`config.mk`:
```
export PLATFORM = sky130hd
export DESIGN_NAME = video_bus_decoder
export DESIGN_NICKNAME = d
export VERILOG_FILES = /design/src/rtl/vbdec_pkg.sv /design/src/rtl/vbdec_region.sv /design/src/rtl/vbdec_issue.sv /design/src/rtl/vbdec_rsp.sv /design/src/rtl/video_bus_decoder.sv
export SDC_FILE = /design/constraint.sdc
export NUM_CORES = 1
export LEC_CHECK = 0
export BUFFER_PORTS_ARGS = -buffer_cell sky130_fd_sc_hd__buf_2
export CORE_ASPECT_RATIO = 1.5
export CORE_MARGIN = 8
export CORE_UTILIZATION = 38
export DETAILED_ROUTE_END_ITERATION = 12
export GPL_ROUTABILITY_DRIVEN = 0
export GPL_TIMING_DRIVEN = 0
export HOLD_SLACK_MARGIN = 0.05
export PLACE_DENSITY = 0.9
export SKIP_LAST_GASP = 1
export SYNTH_ARGS = -nofsm -noshare
export SYNTH_HDL_FRONTEND = slang
export SYNTH_HIERARCHICAL = 1
export SYNTH_SLANG_ARGS = --single-unit
export TNS_END_PERCENT = 5
```
`constraint.sdc`:
```
create_clock -name clk -period 1.7 [get_ports clk]
set_clock_uncertainty 0.05 [all_clocks]
set_input_delay 0.255 -clock clk [delete_from_list [all_inputs] [get_ports clk]]
set_output_delay 0.255 -clock clk [all_outputs]
set_load 0.05 [all_outputs]
```
`src/rtl/vbdec_pkg.sv`:
```
package vbdec_pkg;
  typedef enum logic [1:0] {
    RGN_NONE = 2'd0,
    RGN_VRAM = 2'd1,
    RGN_REG  = 2'd2
  } region_e;
endpackage

```
`src/rtl/vbdec_region.sv`:
```
// Combinational classification of a bus address and translation into the
// target-local address space, including the character-bank fold.
module vbdec_region
  import vbdec_pkg::*;
#(
  parameter int ADDR_W  = 32,
  parameter int DEC_W   = 19,
  parameter int VRAM_AW = 18,
  parameter int REG_AW  = 13,
  parameter int BANK_AW = 13,
  parameter int BANK_SW = 2,
  parameter logic [DEC_W-1:0]   VRAM_TOP    = 19'h40000,
  parameter logic [DEC_W-1:0]   REG_BASE    = 19'h5E000,
  parameter logic [DEC_W-1:0]   REG_TOP     = 19'h60000,
  parameter logic [DEC_W-1:0]   MIRROR_BASE = 19'h78000,
  parameter logic [VRAM_AW-1:0] FOLD_BASE   = 18'h06000
) (
  input  logic [ADDR_W-1:0]  addr,
  output region_e            region,
  output logic [VRAM_AW-1:0] vram_addr,
  output logic [REG_AW-1:0]  reg_addr
);
  localparam logic [ADDR_W-1:0] KEEP_MASK = ADDR_W'((64'd1 << DEC_W) - 64'd1);
  localparam logic [ADDR_W-1:0] VRAM_TOP_W = ADDR_W'(VRAM_TOP);
  localparam logic [ADDR_W-1:0] REG_BASE_W = ADDR_W'(REG_BASE);
  localparam logic [ADDR_W-1:0] REG_TOP_W  = ADDR_W'(REG_TOP);
  localparam logic [ADDR_W-1:0] MIR_BASE_W = ADDR_W'(MIRROR_BASE);
  localparam int FOLD_SHIFT = BANK_AW + BANK_SW;

  logic [ADDR_W-1:0]  masked;
  logic               in_direct, in_reg, in_mirror;
  logic [VRAM_AW-1:0] fold_addr;

  always_comb begin
    masked    = addr & KEEP_MASK;
    in_direct = masked < VRAM_TOP_W;
    in_reg    = (masked >= REG_BASE_W) && (masked < REG_TOP_W);
    in_mirror = masked >= MIR_BASE_W;
    fold_addr = FOLD_BASE
              | (VRAM_AW'(masked[BANK_AW +: BANK_SW]) << FOLD_SHIFT)
              | VRAM_AW'(masked[BANK_AW-1:0]);
    vram_addr = in_mirror ? fold_addr : masked[VRAM_AW-1:0];
    reg_addr  = masked[REG_AW-1:0];
    if (in_direct || in_mirror) region = RGN_VRAM;
    else if (in_reg)            region = RGN_REG;
    else                        region = RGN_NONE;
  end
endmodule

```
`src/rtl/vbdec_issue.sv`:
```
// Registered issue stage: target strobes, addresses and pass-through fields.
module vbdec_issue
  import vbdec_pkg::*;
#(
  parameter int VRAM_AW = 18,
  parameter int REG_AW  = 13,
  parameter int DATA_W  = 32,
  parameter int SIZE_W  = 2,
  localparam int BE_W   = DATA_W / 8
) (
  input  logic               clk,
  input  logic               rst,
  input  logic               req_valid,
  input  logic               req_we,
  input  region_e            region,
  input  logic [VRAM_AW-1:0] vram_addr_d,
  input  logic [REG_AW-1:0]  reg_addr_d,
  input  logic [BE_W-1:0]    req_be,
  input  logic [SIZE_W-1:0]  req_size,
  input  logic [DATA_W-1:0]  req_wdata,
  output logic               vram_sel,
  output logic               vram_we,
  output logic [VRAM_AW-1:0] vram_addr,
  output logic               reg_sel,
  output logic               reg_we,
  output logic [REG_AW-1:0]  reg_addr,
  output logic [BE_W-1:0]    tgt_be,
  output logic [SIZE_W-1:0]  tgt_size,
  output logic [DATA_W-1:0]  tgt_wdata,
  output logic               rd_pend,
  output region_e            rd_src
);
  always_ff @(posedge clk) begin
    if (rst) begin
      vram_sel <= 1'b0;
      reg_sel  <= 1'b0;
      vram_we  <= 1'b0;
      reg_we   <= 1'b0;
      rd_pend  <= 1'b0;
      rd_src   <= RGN_NONE;
    end else begin
      vram_sel <= req_valid && (region == RGN_VRAM);
      reg_sel  <= req_valid && (region == RGN_REG);
      vram_we  <= req_valid && (region == RGN_VRAM) && req_we;
      reg_we   <= req_valid && (region == RGN_REG) && req_we;
      rd_pend  <= req_valid && !req_we;
      rd_src   <= region;
    end
  end

  always_ff @(posedge clk) begin
    vram_addr <= vram_addr_d;
    reg_addr  <= reg_addr_d;
    tgt_be    <= req_be;
    tgt_size  <= req_size;
    tgt_wdata <= req_wdata;
  end

  // a strobe is only ever the consequence of a request one cycle earlier
  a_r9_strobe_from_request: assert property (@(posedge clk) disable iff (rst)
    (vram_sel || reg_sel) |-> $past(req_valid));
endmodule

```
`src/rtl/vbdec_rsp.sv`:
```
// Response stage: registers the data of the target addressed in the strobe cycle.
module vbdec_rsp
  import vbdec_pkg::*;
#(
  parameter int DATA_W = 32
) (
  input  logic              clk,
  input  logic              rst,
  input  logic              rd_pend,
  input  region_e           rd_src,
  input  logic [DATA_W-1:0] vram_rdata,
  input  logic [DATA_W-1:0] reg_rdata,
  output logic              rsp_valid,
  output logic [DATA_W-1:0] rsp_data
);
  logic [DATA_W-1:0] pick;

  always_comb begin
    unique case (rd_src)
      RGN_VRAM: pick = vram_rdata;
      RGN_REG:  pick = reg_rdata;
      default:  pick = '0;
    endcase
  end

  always_ff @(posedge clk) begin
    if (rst) begin
      rsp_valid <= 1'b0;
      rsp_data  <= '0;
    end else begin
      rsp_valid <= rd_pend;
      rsp_data  <= rd_pend ? pick : '0;
    end
  end

  // responses follow a pending read from the issue stage
  a_r8_rsp_after_pending: assert property (@(posedge clk) disable iff (rst)
    rsp_valid |-> $past(rd_pend));
endmodule

```
`src/rtl/video_bus_decoder.sv`:
```
module video_bus_decoder
  import vbdec_pkg::*;
#(
  parameter int ADDR_W  = 32,
  parameter int DEC_W   = 19,
  parameter int VRAM_AW = 18,
  parameter int REG_AW  = 13,
  parameter int DATA_W  = 32,
  parameter int SIZE_W  = 2,
  localparam int BE_W   = DATA_W / 8
) (
  input  logic               clk,
  input  logic               rst,
  input  logic               req_valid,
  input  logic               req_we,
  input  logic [ADDR_W-1:0]  req_addr,
  input  logic [BE_W-1:0]    req_be,
  input  logic [SIZE_W-1:0]  req_size,
  input  logic [DATA_W-1:0]  req_wdata,
  output logic               vram_sel,
  output logic               vram_we,
  output logic [VRAM_AW-1:0] vram_addr,
  output logic               reg_sel,
  output logic               reg_we,
  output logic [REG_AW-1:0]  reg_addr,
  output logic [BE_W-1:0]    tgt_be,
  output logic [SIZE_W-1:0]  tgt_size,
  output logic [DATA_W-1:0]  tgt_wdata,
  input  logic [DATA_W-1:0]  vram_rdata,
  input  logic [DATA_W-1:0]  reg_rdata,
  output logic               rsp_valid,
  output logic [DATA_W-1:0]  rsp_data
);
  localparam logic [DEC_W-1:0] MIRROR_BASE = 19'h78000;

  region_e            region;
  logic [VRAM_AW-1:0] vram_addr_d;
  logic [REG_AW-1:0]  reg_addr_d;
  logic               rd_pend;
  region_e            rd_src;

  vbdec_region #(
    .ADDR_W(ADDR_W), .DEC_W(DEC_W), .VRAM_AW(VRAM_AW), .REG_AW(REG_AW),
    .MIRROR_BASE(MIRROR_BASE)
  ) u_region (
    .addr(req_addr), .region(region), .vram_addr(vram_addr_d), .reg_addr(reg_addr_d)
  );

  vbdec_issue #(
    .VRAM_AW(VRAM_AW), .REG_AW(REG_AW), .DATA_W(DATA_W), .SIZE_W(SIZE_W)
  ) u_issue (
    .clk(clk), .rst(rst), .req_valid(req_valid), .req_we(req_we), .region(region),
    .vram_addr_d(vram_addr_d), .reg_addr_d(reg_addr_d), .req_be(req_be),
    .req_size(req_size), .req_wdata(req_wdata), .vram_sel(vram_sel), .vram_we(vram_we),
    .vram_addr(vram_addr), .reg_sel(reg_sel), .reg_we(reg_we), .reg_addr(reg_addr),
    .tgt_be(tgt_be), .tgt_size(tgt_size), .tgt_wdata(tgt_wdata),
    .rd_pend(rd_pend), .rd_src(rd_src)
  );

  vbdec_rsp #(.DATA_W(DATA_W)) u_rsp (
    .clk(clk), .rst(rst), .rd_pend(rd_pend), .rd_src(rd_src),
    .vram_rdata(vram_rdata), .reg_rdata(reg_rdata),
    .rsp_valid(rsp_valid), .rsp_data(rsp_data)
  );

  // never two targets at once
  a_r4_one_target: assert property (@(posedge clk) disable iff (rst)
    $onehot0({vram_sel, reg_sel}));

  // unmapped writes leave both targets untouched
  a_r5_unmapped_write_quiet: assert property (@(posedge clk) disable iff (rst)
    (req_valid && req_we && region == RGN_NONE) |=> (!vram_sel && !reg_sel));

  // mirror window lands in the folded bank with the offset preserved
  a_r6_mirror_fold: assert property (@(posedge clk) disable iff (rst)
    (req_valid && req_addr[DEC_W-1:0] >= MIRROR_BASE) |=>
      (vram_sel && vram_addr[12:0] == $past(req_addr[12:0]) && vram_addr[14:13] == 2'b11));

  // unmapped reads answer with zero
  a_r7_unmapped_read_zero: assert property (@(posedge clk) disable iff (rst)
    (req_valid && !req_we && region == RGN_NONE) |=> ##1 (rsp_valid && rsp_data == '0));

  // a response is always the answer to a read two cycles back
  a_r8_rsp_from_read: assert property (@(posedge clk) disable iff (rst)
    rsp_valid |-> $past(req_valid && !req_we, 2));
endmodule

```
# Word level (Yosys, flattened, before mapping)

Index checks and enable logic that the tools add are counted.

Order comparisons: 4
Eq/ne operators: 4
Multiplexer cells: 4
Bitwise gates (word level): 2
Reductions and logical operators: 9

Operators by type and width:

| cell                                               | number |
|---|---|
| one-hot mux 32 bit (2 select lines)                | 1 |
| >= comparator 19 bit, second input constant        | 2 |
| less-than comparator 19 bit, second input constant | 2 |
| two-way mux 18 bit                                 | 1 |
| bitwise OR 17 x 13 -> 17 bit                       | 1 |
| logical AND 1 bit                                  | 6 |
| == test 2 x 1 -> 1 bit, second input constant      | 2 |
| == test 2 bit, second input constant               | 2 |
| two-way mux 2 bit                                  | 2 |
| OR reduction 2 bit                                 | 1 |
| zero test 1 bit                                    | 1 |
| logical OR 1 bit                                   | 1 |
| NOT 1 bit                                          | 1 |

Register bits after elaboration: 109
Bits of input ports: 138
Output and inout port bits: 106
Word-level logic and storage cells: 36

# Longest topological paths before layout

Gate-level depths: netlist (run 1).

Depth after elaboration: 7
Mapped depth: 6
Mapped depth without buffers: 4

# By module

Netlist (run 1), hierarchy kept.

Modules (own cells, without submodules):

| module       | times used | cells an instance | area an instance (um^2) | seq. area each (um^2) |
|---|---|---|---|---|
| vbdec_issue  | 1          | 83                | 1585.3                  | 1521.5 |
| vbdec_rsp    | 1          | 113               | 1147.4                  | 660.6 |
| vbdec_region | 1          | 40                | 271.5                   | 0.0 |

# Worst setup path after synthesis (run 1)

OpenSTA, ideal clock, no wires.

Kind: register to register
From: reg u_issue.rd_src[0]
To: reg u_rsp.rsp_data[17]
Library setup time: 0.065 ns
Arrival time: 1.330 ns
Required time: 1.585 ns
Path slack: 0.255 ns
Cell stages (with the launch flop): 7
Path buffers: 2
Period minus slack after synthesis: 1.445 ns
Path through: dfxtp_1 > inv_1 > ha_1 > or3b_1 > buf_6 > buf_8 > nor2_1

Longest elaborated chain between the ends: 2
Elaborated cells on any way between the ends: 3
Those cells by class: eq/ne (2); mux (1)

Ends and longest elaborated chain:

| item                                                    | line              | source |
|---|---|---|
| from (decl)                                             | vbdec_issue.sv:31 | `output region_e rd_src` |
| from (signal assigned)                                  | vbdec_issue.sv:47 | `rd_src <= region;` |
| == test 2 bit or == test 2 x 1 -> 1 bit (tied branches) | vbdec_rsp.sv:19   | `unique case (rd_src)` |
| one-hot mux 32 bit (2 select lines) *                   | vbdec_rsp.sv:19   |  |
| to (signal assigned)                                    | vbdec_rsp.sv:32   | `rsp_data <= rd_pend ? pick : '0;` |
| to (decl)                                               | vbdec_rsp.sv:14   | `output logic [DATA_W-1:0] rsp_data` |

Mark *: on every way between the ends. The rest lies on a longest branch, timed or not.
A chain may end at the register's enable or synchronous reset.

# Final worst setup path (run 1)

From: reg u_issue.rd_src[0]
To: reg u_rsp.rsp_data[20]

The elaborated chain is that of the path after synthesis.

==> flow_metrics.tcl, run 1 <==
set metrics [dict create \
    nNetsFinal 656 \
    antenna_found_initial 4 \
    p_leak_nw 2.480 \
    cts_resized 0 \
    critPathMaxStageDelay_ns 0.39 \
    synth_xor_area_share_pct 0 \
    postPlaceCellArea_sq_um 4218 \
    synthFlopType "dfxtp_1" \
    die_w_microns 88.60 \
    clockRootBuffer "clkbuf_16" \
    postCtsSetupBuffers 0 \
    timing.critical_path.from_type "flop" \
    slew_viol_final 0 \
    pwr-share-clk_pct 35.7 \
    routed_wirelength_microns 11130 \
    synthAdderAreaFrac_pct 0.8330 \
    yosysSeqAreaShare_pct 72.64 \
    synth-edff-count 0 \
    grt_pass1_wl_microns 15930 \
    ctsHtreeMaxLevel 3 \
    cts_tree "done" \
    vias 2801 \
    vdd_drop_max_mv 1.013 \
    whs_ns 0.09219 \
    numCtsBuffers 9 \
    syn_to_final_growth_pct 67.26 \
    coreArea_sq_um 7661 \
    grt_pass1_vias 3080 \
    synthCells 236 \
    period_needed_ns 1.592 \
    mostFrequentLayoutCells "buf_2, dfxtp_1, dlygate4sd3_1" \
    cp_slowest_cell "or3b_1" \
    drt_iter0_drc 107 \
    dpl.hpwl_microns 7712 \
    track_usage_pct 19.37 \
    hold_viol_final 0 \
    syn_area_per_cell_sq_um 12.73 \
    setup_tns_ns 0 \
    seq_power_share_pct 49.6 \
    async_flop_share_pct 0 \
    worstPathRequired_ns 1.91 \
    p_sw_share_pct 26.68 \
    synthesis.nets 376 \
    io_buffers 217 \
    max_slew_margin_pct 61.19 \
    post_drt_wl_per_cell_microns 17.81 \
    syn_area_sq_um 3004 \
    utilization_pct 65.59 \
    fmaxAchievable_mhz 628.1 \
    crit_path_max_fanout 10 \
    drc_errors 0 \
    path_class "reg -> reg" \
    cp_cell_sequence "inv_1 -> ha_1 -> or3b_1 -> buf_6 -> buf_8 -> nor2_1" \
    final_antenna_net_count 0 \
    first_pass_iters 4 \
    avgViaCountPerCell 4.482 \
    ys_warn_count 6 \
    rsz0062_at_grt "false" \
    synth_top_family_by_area "buffers and inverters" \
    num_rows 39 \
    clk_path_buf_depth 2 \
    synth-simple-area-share_pct 8.330 \
    critical_path_buf_inv_count 3 \
    cts.sinks 109 \
    stdcell_area_sq_um 5025 \
    cpLargestDelayFamily "simple AND/OR/NAND/NOR gates" \
    p_int_mw 3.959 \
    p_per_area_nw_per_um2 1074 \
    ios 244 \
    synth_compound_area_share_pct 8.580 \
    ys_seq_elements 109 \
    finalSetupViolCount 0 \
    worst_pin_slew_ns 0.5821 \
    p_switching_mw 1.440 \
    hold_class "in -> reg" \
    grt-ovfl-total 0 \
    status "finished clean" \
    cap_violations 0 \
    drive_above_1_share_pct 51.54 \
    yosysUniqueCellTypes 23 \
    clkSlewWorstSetupHoldPaths_ns 0.07 \
    die_h_microns 124.9 \
    dieArea_sq_um 11070 \
    post_synth_mux_area_share_pct 0 \
    grt_max_degree 20 \
    clock_latency_ns 0.33 \
    period_share_pct 93.66 \
    fillers 577 \
    comb_power_share_pct 14.7 \
    final_common_cell "buf_2" \
    crit_path_end_kind "flop" \
    cp_data_arrival_time_ns 1.80 \
    setup_ws_ns 0.1078 \
    pre_cts_ws_ns 0.1308 \
    start_util_pct 39.21 \
]
[power groups by stage]
stage / logic [mW] / registers, mW / clock network, mW
floorplan: 0.0991 / 3.06 / 0
global placement: 0.672 / 2.73 / 0
detailed placement: 0.685 / 2.73 / 0
CTS: 0.785 / 2.67 / 1.97
global route: 0.832 / 2.68 / 2.08
finish: 0.795 / 2.68 / 1.93
[kinds of logic (layout without fill, tap and decap cells)]
kind of cell | Yosys count | count (layout)
buf+inv | 40 | 324
fa+ha+maj | 2 | 2
simple gates | 51 | 51
flops | 109 | 109
compound gates | 34 | 34
other cells | 0 | 3
[synth_stat cells (3+ instances only)]
master / instances / area (sq um)
dfxtp_1: 109 / 2182
a22oi_1: 32 / 240.2
nor2_1: 32 / 120.1
buf_4: 26 / 195.2
clkbuf_1: 6 / 22.52
buf_8: 3 / 45.04
inv_1: 3 / 11.26
nand2_1: 3 / 11.26
[path summary, 6_finish.rpt]
check	start	depth (start not counted)	slack [ns]	end
worst max-delay path	u_issue/rd_src[0]	6	0.11	u_rsp/rsp_data[20]
worst min-delay path	req_addr[14]	2	0.09	u_issue/vram_addr[14]
worst max register to register	u_issue/rd_src[0]	6	0.11	u_rsp/rsp_data[20]
worst min register to register	u_issue/rd_pend	1	0.41	u_rsp/rsp_valid
[registers in the layout, summed over array words and instances (netlist names)]
register	cells
u_issue/rd_pend	1
u_issue/rd_src	2
u_issue/reg_addr	13
u_issue/reg_sel	1
u_issue/reg_we	1
u_issue/tgt_be	4
u_issue/tgt_size	2
u_issue/tgt_wdata	32
u_issue/vram_addr	18
u_issue/vram_sel	1
u_issue/vram_we	1
u_rsp/rsp_data	32
u_rsp/rsp_valid	1
[final cells by class]
class / count / area [sq um] / share of cell area (%)
Multi-Input combinational cell: 87 / 533.0 / 10.61
Sequential cell: 109 / 2182 / 43.43
Timing Repair Buffer: 269 / 1607 / 31.97
Clock inverter: 6 / 53.80 / 1.071
Clock buffer: 9 / 225.2 / 4.482
Antenna cell: 3 / 7.507 / 0.1494
Tap cell: 102 / 127.6 / 2.540
Buffer: 36 / 274.0 / 5.453
Inverter: 4 / 15.01 / 0.2988
[metal layers]
layer	wire, microns	vias to the layer above	share of wire, %	track usage (%)
li1	-	1320	-	-
met1	3631	1284	33	16.72
met2	6098	163	55	36.29
met3	960	32	8.6	6.209
met4	429	2	3.9	11.41
met5	13	-	0.12	0
[through the flow]
step | cells | power, mW
after global routing | 625 | 5.599
after detailed placement | 555 | 3.415
final | 625 | 5.399
after global placement | 555 | 3.398
after floorplan | 236 | 3.160
after CTS | 622 | 5.429
[timing repair]
action | in CTS | in global routing
hold buffers | 52 | 0
endpoints found under the setup margin | 0 | 0
endpoints found under the hold margin | 65 | 0
Note: power is estimated with default switching activity, not from simulation.
==> run 2: changes to the inputs <==
CORE_UTILIZATION = 35   (was 38)
PLACE_DENSITY = 0.87   (was 0.9)
clock period = 1.4 ns   (was 1.7 ns; I/O delays follow)
==> flow_metrics.tcl, run 2 (synthesis gave the netlist of run 1 again) <==
set metrics [dict create \
    grt_pass1_vias 3203 \
    cap_violations 0 \
    cts.sinks 109 \
    worstPathRequired_ns 1.62 \
    mostFrequentLayoutCells "buf_2, dfxtp_1, dlygate4sd3_1" \
    numCtsBuffers 9 \
    violations "setup timing" \
    period_share_pct 106.1 \
    grt_pass1_wl_microns 15830 \
    post_drt_wl_per_cell_microns 18.05 \
    grt-ovfl-total 0 \
    crit_path_max_fanout 7 \
    reg2regPathDepth 6 \
    p_switching_mw 1.820 \
    hold_class "in -> reg" \
    hp-start "vram_rdata[0]" \
    clk_path_buf_depth 2 \
    seq_power_share_pct 48.8 \
    stdcell_area_sq_um 5335 \
    timing.rr.end "u_rsp/rsp_data[22]" \
    nNetsFinal 665 \
    ctsHtreeMaxLevel 3 \
    dieArea_sq_um 11860 \
    first_pass_iters 4 \
    drc_errors 0 \
    p_leak_nw 2.574 \
    largestRegisters "u_issue/tgt_wdata x32, u_rsp/rsp_data x32, u_issue/vram_addr x18" \
    rsz0062_at_grt "true" \
    postPlaceCellArea_sq_um 4225 \
    routed_wirelength_microns 11540 \
    clockRootBuffer "clkbuf_16" \
    track_usage_pct 17.35 \
    grt_max_degree 21 \
    max_slew_margin_pct 69.71 \
    vdd_drop_max_mv 0.9871 \
    final_common_cell "buf_2" \
    num_rows 41 \
    start_util_pct 35.93 \
    avgViaCountPerCell 4.484 \
    drive_above_1_share_pct 57.36 \
    crit_path_end_kind "flop" \
    vias 2865 \
    setup_ws_ns -0.08533 \
    p_sw_share_pct 27.31 \
    syn_to_final_growth_pct 77.59 \
    fmaxAchievable_mhz 673.3 \
    clkSlewWorstSetupHoldPaths_ns 0.08 \
    status "complete, but fails checks" \
    final_antenna_net_count 0 \
    r2r_start "u_issue/rd_src[0]" \
    hold_end "u_rsp/rsp_data[0]" \
    whs_ns 0.06528 \
    die_w_microns 91.65 \
    reg2reg_slack_ns -0.09 \
    fillers 609 \
    p_int_mw 4.843 \
    ios 244 \
    timing.critical_path.from_type "flop" \
    p_per_area_nw_per_um2 1249 \
    whs_path_depth 3 \
    coreArea_sq_um 8362 \
    drt_iter0_drc 166 \
    slew_viol_final 0 \
    clock_latency_ns 0.33 \
    io_buffers 217 \
    period_needed_ns 1.485 \
    antenna_found_initial 1 \
    comb_power_share_pct 15.2 \
    setup_tns_ns -1.806 \
    cts_tree "done" \
    path_class "reg -> reg" \
    die_h_microns 129.5 \
    finalSetupViolCount 30 \
    pwr-share-clk_pct 36.0 \
    hold_viol_final 0 \
    worst_pin_slew_ns 0.4544 \
    dpl.hpwl_microns 7818 \
    cp_data_arrival_time_ns 1.71 \
]
run 2: cell count changes in the layout (fill, tap and decap cells not counted), moves of 4 or more:
| cell | before | now |
|---|---|---|
| nor2_1 | 32 | 16 |
| nor2_4 | 0 | 13 |
| a22oi_1 | 32 | 24 |
| a22oi_2 | 0 | 8 |
| dlygate4sd3_1 | 52 | 59 |
| clkbuf_1 | 6 | 1 |
| clkbuf_2 | 0 | 4 |
run 2: layout make-up:
cell class	count	area, sq um	share of cell area [%]
Sequential cell	109	2185	40.95
Timing Repair Buffer	278	1727	32.36
Multi-Input combinational cell	87	690.7	12.95
Buffer	36	290.3	5.441
Clock buffer	9	225.2	4.221
Tap cell	107	133.9	2.509
Clock inverter	7	63.81	1.196
Inverter	4	15.01	0.2814
Antenna cell	2	5.005	0.09381
run 2: critical path, stage by stage, from the launching register on:
cell and delay (ns):
dfxtp_2 0.34, inv_2 0.04, ha_4 0.19, or3b_1 0.38, buf_6 0.16, clkbuf_16 0.17
nor2_4 0.08
run 2: power by group through the flow:
stage,registers (mW),clock network [mW],logic [mW]
floorplan,3.72,0,0.120
global placement,3.31,0,0.818
detailed placement,3.32,0,0.835
CTS,3.25,2.46,0.972
global route,3.26,2.56,1.06
finish,3.25,2.40,1.01
run 2: repair_timing:
| item | in CTS | in global routing |
|---|---|---|
| buffers inserted | 0 | 0 |
| setup endpoints to repair | 30 | 33 |
| pin swaps | 0 | 14 |
| endpoints found under the hold margin | 71 | 0 |
| hold buffers | 59 | 0 |
| gates cloned | 0 | 2 |
| resized for setup | 6 | 45 |
run 2: how the worst max path moves through the flow:
| stage | cells past startpoint | endpoint | start |
|---|---|---|---|
| 3_3_place_gp | 6 | u_rsp/rsp_data[22] | u_issue/rd_src[0] |
| 3_5_place_dp | 5 | u_rsp/rsp_data[22] | u_issue/rd_src[1] |
| 6_report | 6 | u_rsp/rsp_data[22] | u_issue/rd_src[0] |
| 5_1_grt | 6 | u_rsp/rsp_data[16] | u_issue/rd_src[0] |
| 2_1_floorplan | 6 | u_rsp/rsp_data[0] | u_issue/rd_src[0] |
| 4_1_cts | 6 | u_rsp/rsp_data[22] | u_issue/rd_src[0] |
run 2: stage by stage:
step	cells	util (%)	total power, mW	setup WS [ns]
6_report	639	63.80	6.663	-0.08533
5_1_grt	638	63.77	6.877	-0.1187
4_1_cts	635	61.23	6.677	-0.1208
3_5_place_dp	560	50.53	4.150	-0.1693
3_3_place_gp	560	50.53	4.128	-0.1274
2_1_floorplan	236	-	3.838	-0.01301
run 2: routing by layer:
layer	vias up	wire, microns	track usage [%]
met5	-	0	0
met4	0	335	8.325
met3	22	1045	7.639
met2	169	6565	34.16
met1	1336	3591	14.04
li1	1338	-	-
==> run 3: changes to the inputs <==
clock period = 1.3 ns   (was 1.4 ns; I/O delays follow)
==> flow_metrics.tcl, run 3 (synthesis gave the netlist of run 1 again) <==
set metrics [dict create \
    status "complete, but fails checks" \
    violations "setup timing" \
    num_rows 41 \
    io_buffers 217 \
    cap_violations 0 \
    drc_errors 0 \
    comb_power_share_pct 14.7 \
    drt_iter0_drc 114 \
    finalSetupViolCount 32 \
    vdd_drop_max_mv 0.9365 \
    grt-ovfl-total 0 \
    setup_ws_ns -0.1865 \
    vias 2806 \
    seq_power_share_pct 48.4 \
    ios 244 \
    drive_above_1_share_pct 52.83 \
    track_usage_pct 17.57 \
    grt_pass1_wl_microns 15960 \
    max_slew_margin_pct 69.05 \
    utilization_pct 61.66 \
    cts_tree "done" \
    fmaxAchievable_mhz 672.7 \
    cpLargestDelayFamily "simple AND/OR/NAND/NOR gates" \
    first_pass_iters 4 \
    rsz0062_at_grt "true" \
    routed_wirelength_microns 10910 \
    mostFrequentLayoutCells "buf_2, dfxtp_1, dlygate4sd3_1" \
    critPathMaxStageDelay_ns 0.36 \
    reg2regPathDepth 6 \
    whs_ns 0.06041 \
    whs_path_depth 3 \
    clkSlewWorstSetupHoldPaths_ns 0.08 \
    coreArea_sq_um 8362 \
    worstPathRequired_ns 1.53 \
    period_needed_ns 1.486 \
    pwr-share-clk_pct 36.9 \
    timing.critical_path.from_type "flop" \
    nNetsFinal 665 \
    syn_to_final_growth_pct 71.64 \
    dieArea_sq_um 11860 \
    p_per_area_nw_per_um2 1399 \
    postPlaceCellArea_sq_um 4225 \
    clk_path_buf_depth 2 \
    ctsHtreeMaxLevel 3 \
    dpl.hpwl_microns 7687 \
    clock_latency_ns 0.34 \
    clockRootBuffer "clkbuf_16" \
    antenna_found_initial 1 \
    die_w_microns 91.65 \
    p_switching_mw 1.941 \
    cp_slowest_cell "or3b_1" \
    cp_num_cells 6 \
    cp_cell_sequence "inv_1 -> ha_1 -> or3b_1 -> buf_6 -> buf_8 -> nor2_2" \
    hold_viol_final 0 \
    p_leak_nw 2.554 \
    largestRegisters "u_issue/tgt_wdata x32, u_rsp/rsp_data x32, u_issue/vram_addr x18" \
    numCtsBuffers 9 \
    p_int_mw 5.275 \
    critical_path_buf_inv_count 3 \
    crit_path_max_fanout 10 \
    path_class "reg -> reg" \
    worst_pin_slew_ns 0.4642 \
    die_h_microns 129.5 \
    grt_pass1_vias 3151 \
    stdcell_area_sq_um 5156 \
    slew_viol_final 0 \
    final_antenna_net_count 0 \
    start_util_pct 35.93 \
    cp_data_arrival_time_ns 1.72 \
    p_sw_share_pct 26.90 \
    cts.sinks 109 \
    final_common_cell "buf_2" \
    grt_max_degree 21 \
    period_share_pct 114.3 \
    avgViaCountPerCell 4.405 \
    hold_class "in -> reg" \
    crit_path_end_kind "flop" \
    n_antenna_cell 0 \
    post_drt_wl_per_cell_microns 17.12 \
]
==> run 3: timing repair <==
| item | in CTS | in global routing |
|---|---|---|
| setup endpoints to repair | 32 | 32 |
| hold endpoints to repair | 76 | 0 |
| setup buffers | 0 | 0 |
| hold buffers | 61 | 0 |
| cloned | 0 | 0 |
| gates resized for setup | 3 | 10 |
==> run 3: final timing paths <==
check	from	endpoint	slack, ns
min reg2reg	u_issue/rd_pend	u_rsp/rsp_valid	0.42
max reg2reg	u_issue/rd_src[0]	u_rsp/rsp_data[21]	-0.19
min	vram_rdata[12]	u_rsp/rsp_data[12]	0.06
max	u_issue/rd_src[0]	u_rsp/rsp_data[21]	-0.19
==> run 3: layer usage <==
metal	global-route usage, %	part of all wire (%)	up-vias
li1	-	-	1341
met1	14.04	31	1296
met2	35.09	57	152
met3	8.854	11	15
met4	5.905	1.3	2
met5	0	0.083	-
==> run 3: area by class of cell <==
cell class	instances	area [sq um]
buffer	36	280.3
clock buffer	10	239.0
clock inverter	6	62.56
tap	107	133.9
timing repair buffer	278	1697
inverter	4	15.01
multi-input combinational	87	545.5
sequential	109	2183
fill	625	3206
==> run 3: per-stage QoR <==
stage	cells	setup TNS, ns	power, mW	setup slack, ns
2_1_floorplan	236	-2.417	4.132	-0.08056
3_3_place_gp	560	-4.328	4.440	-0.2196
3_5_place_dp	560	-4.947	4.464	-0.2010
4_1_cts	637	-5.147	7.261	-0.1945
5_1_grt	637	-6.716	7.468	-0.2358
6_report	637	-4.711	7.215	-0.1865
==> run 3: power groups by stage <==
stage          logic, mW  clock network [mW]  registers (mW)
6_report            1.06                2.66            3.49
5_1_grt             1.11                2.85            3.51
4_1_cts             1.05                2.72            3.49
3_5_place_dp       0.896                   0            3.57
3_3_place_gp       0.877                   0            3.56
2_1_floorplan      0.129                   0            4.00
==> run 3: worst min-delay path: stages <==
cell	delay (ns)
buf_2	0.07
a22oi_1	0.05
nor2_1	0.09
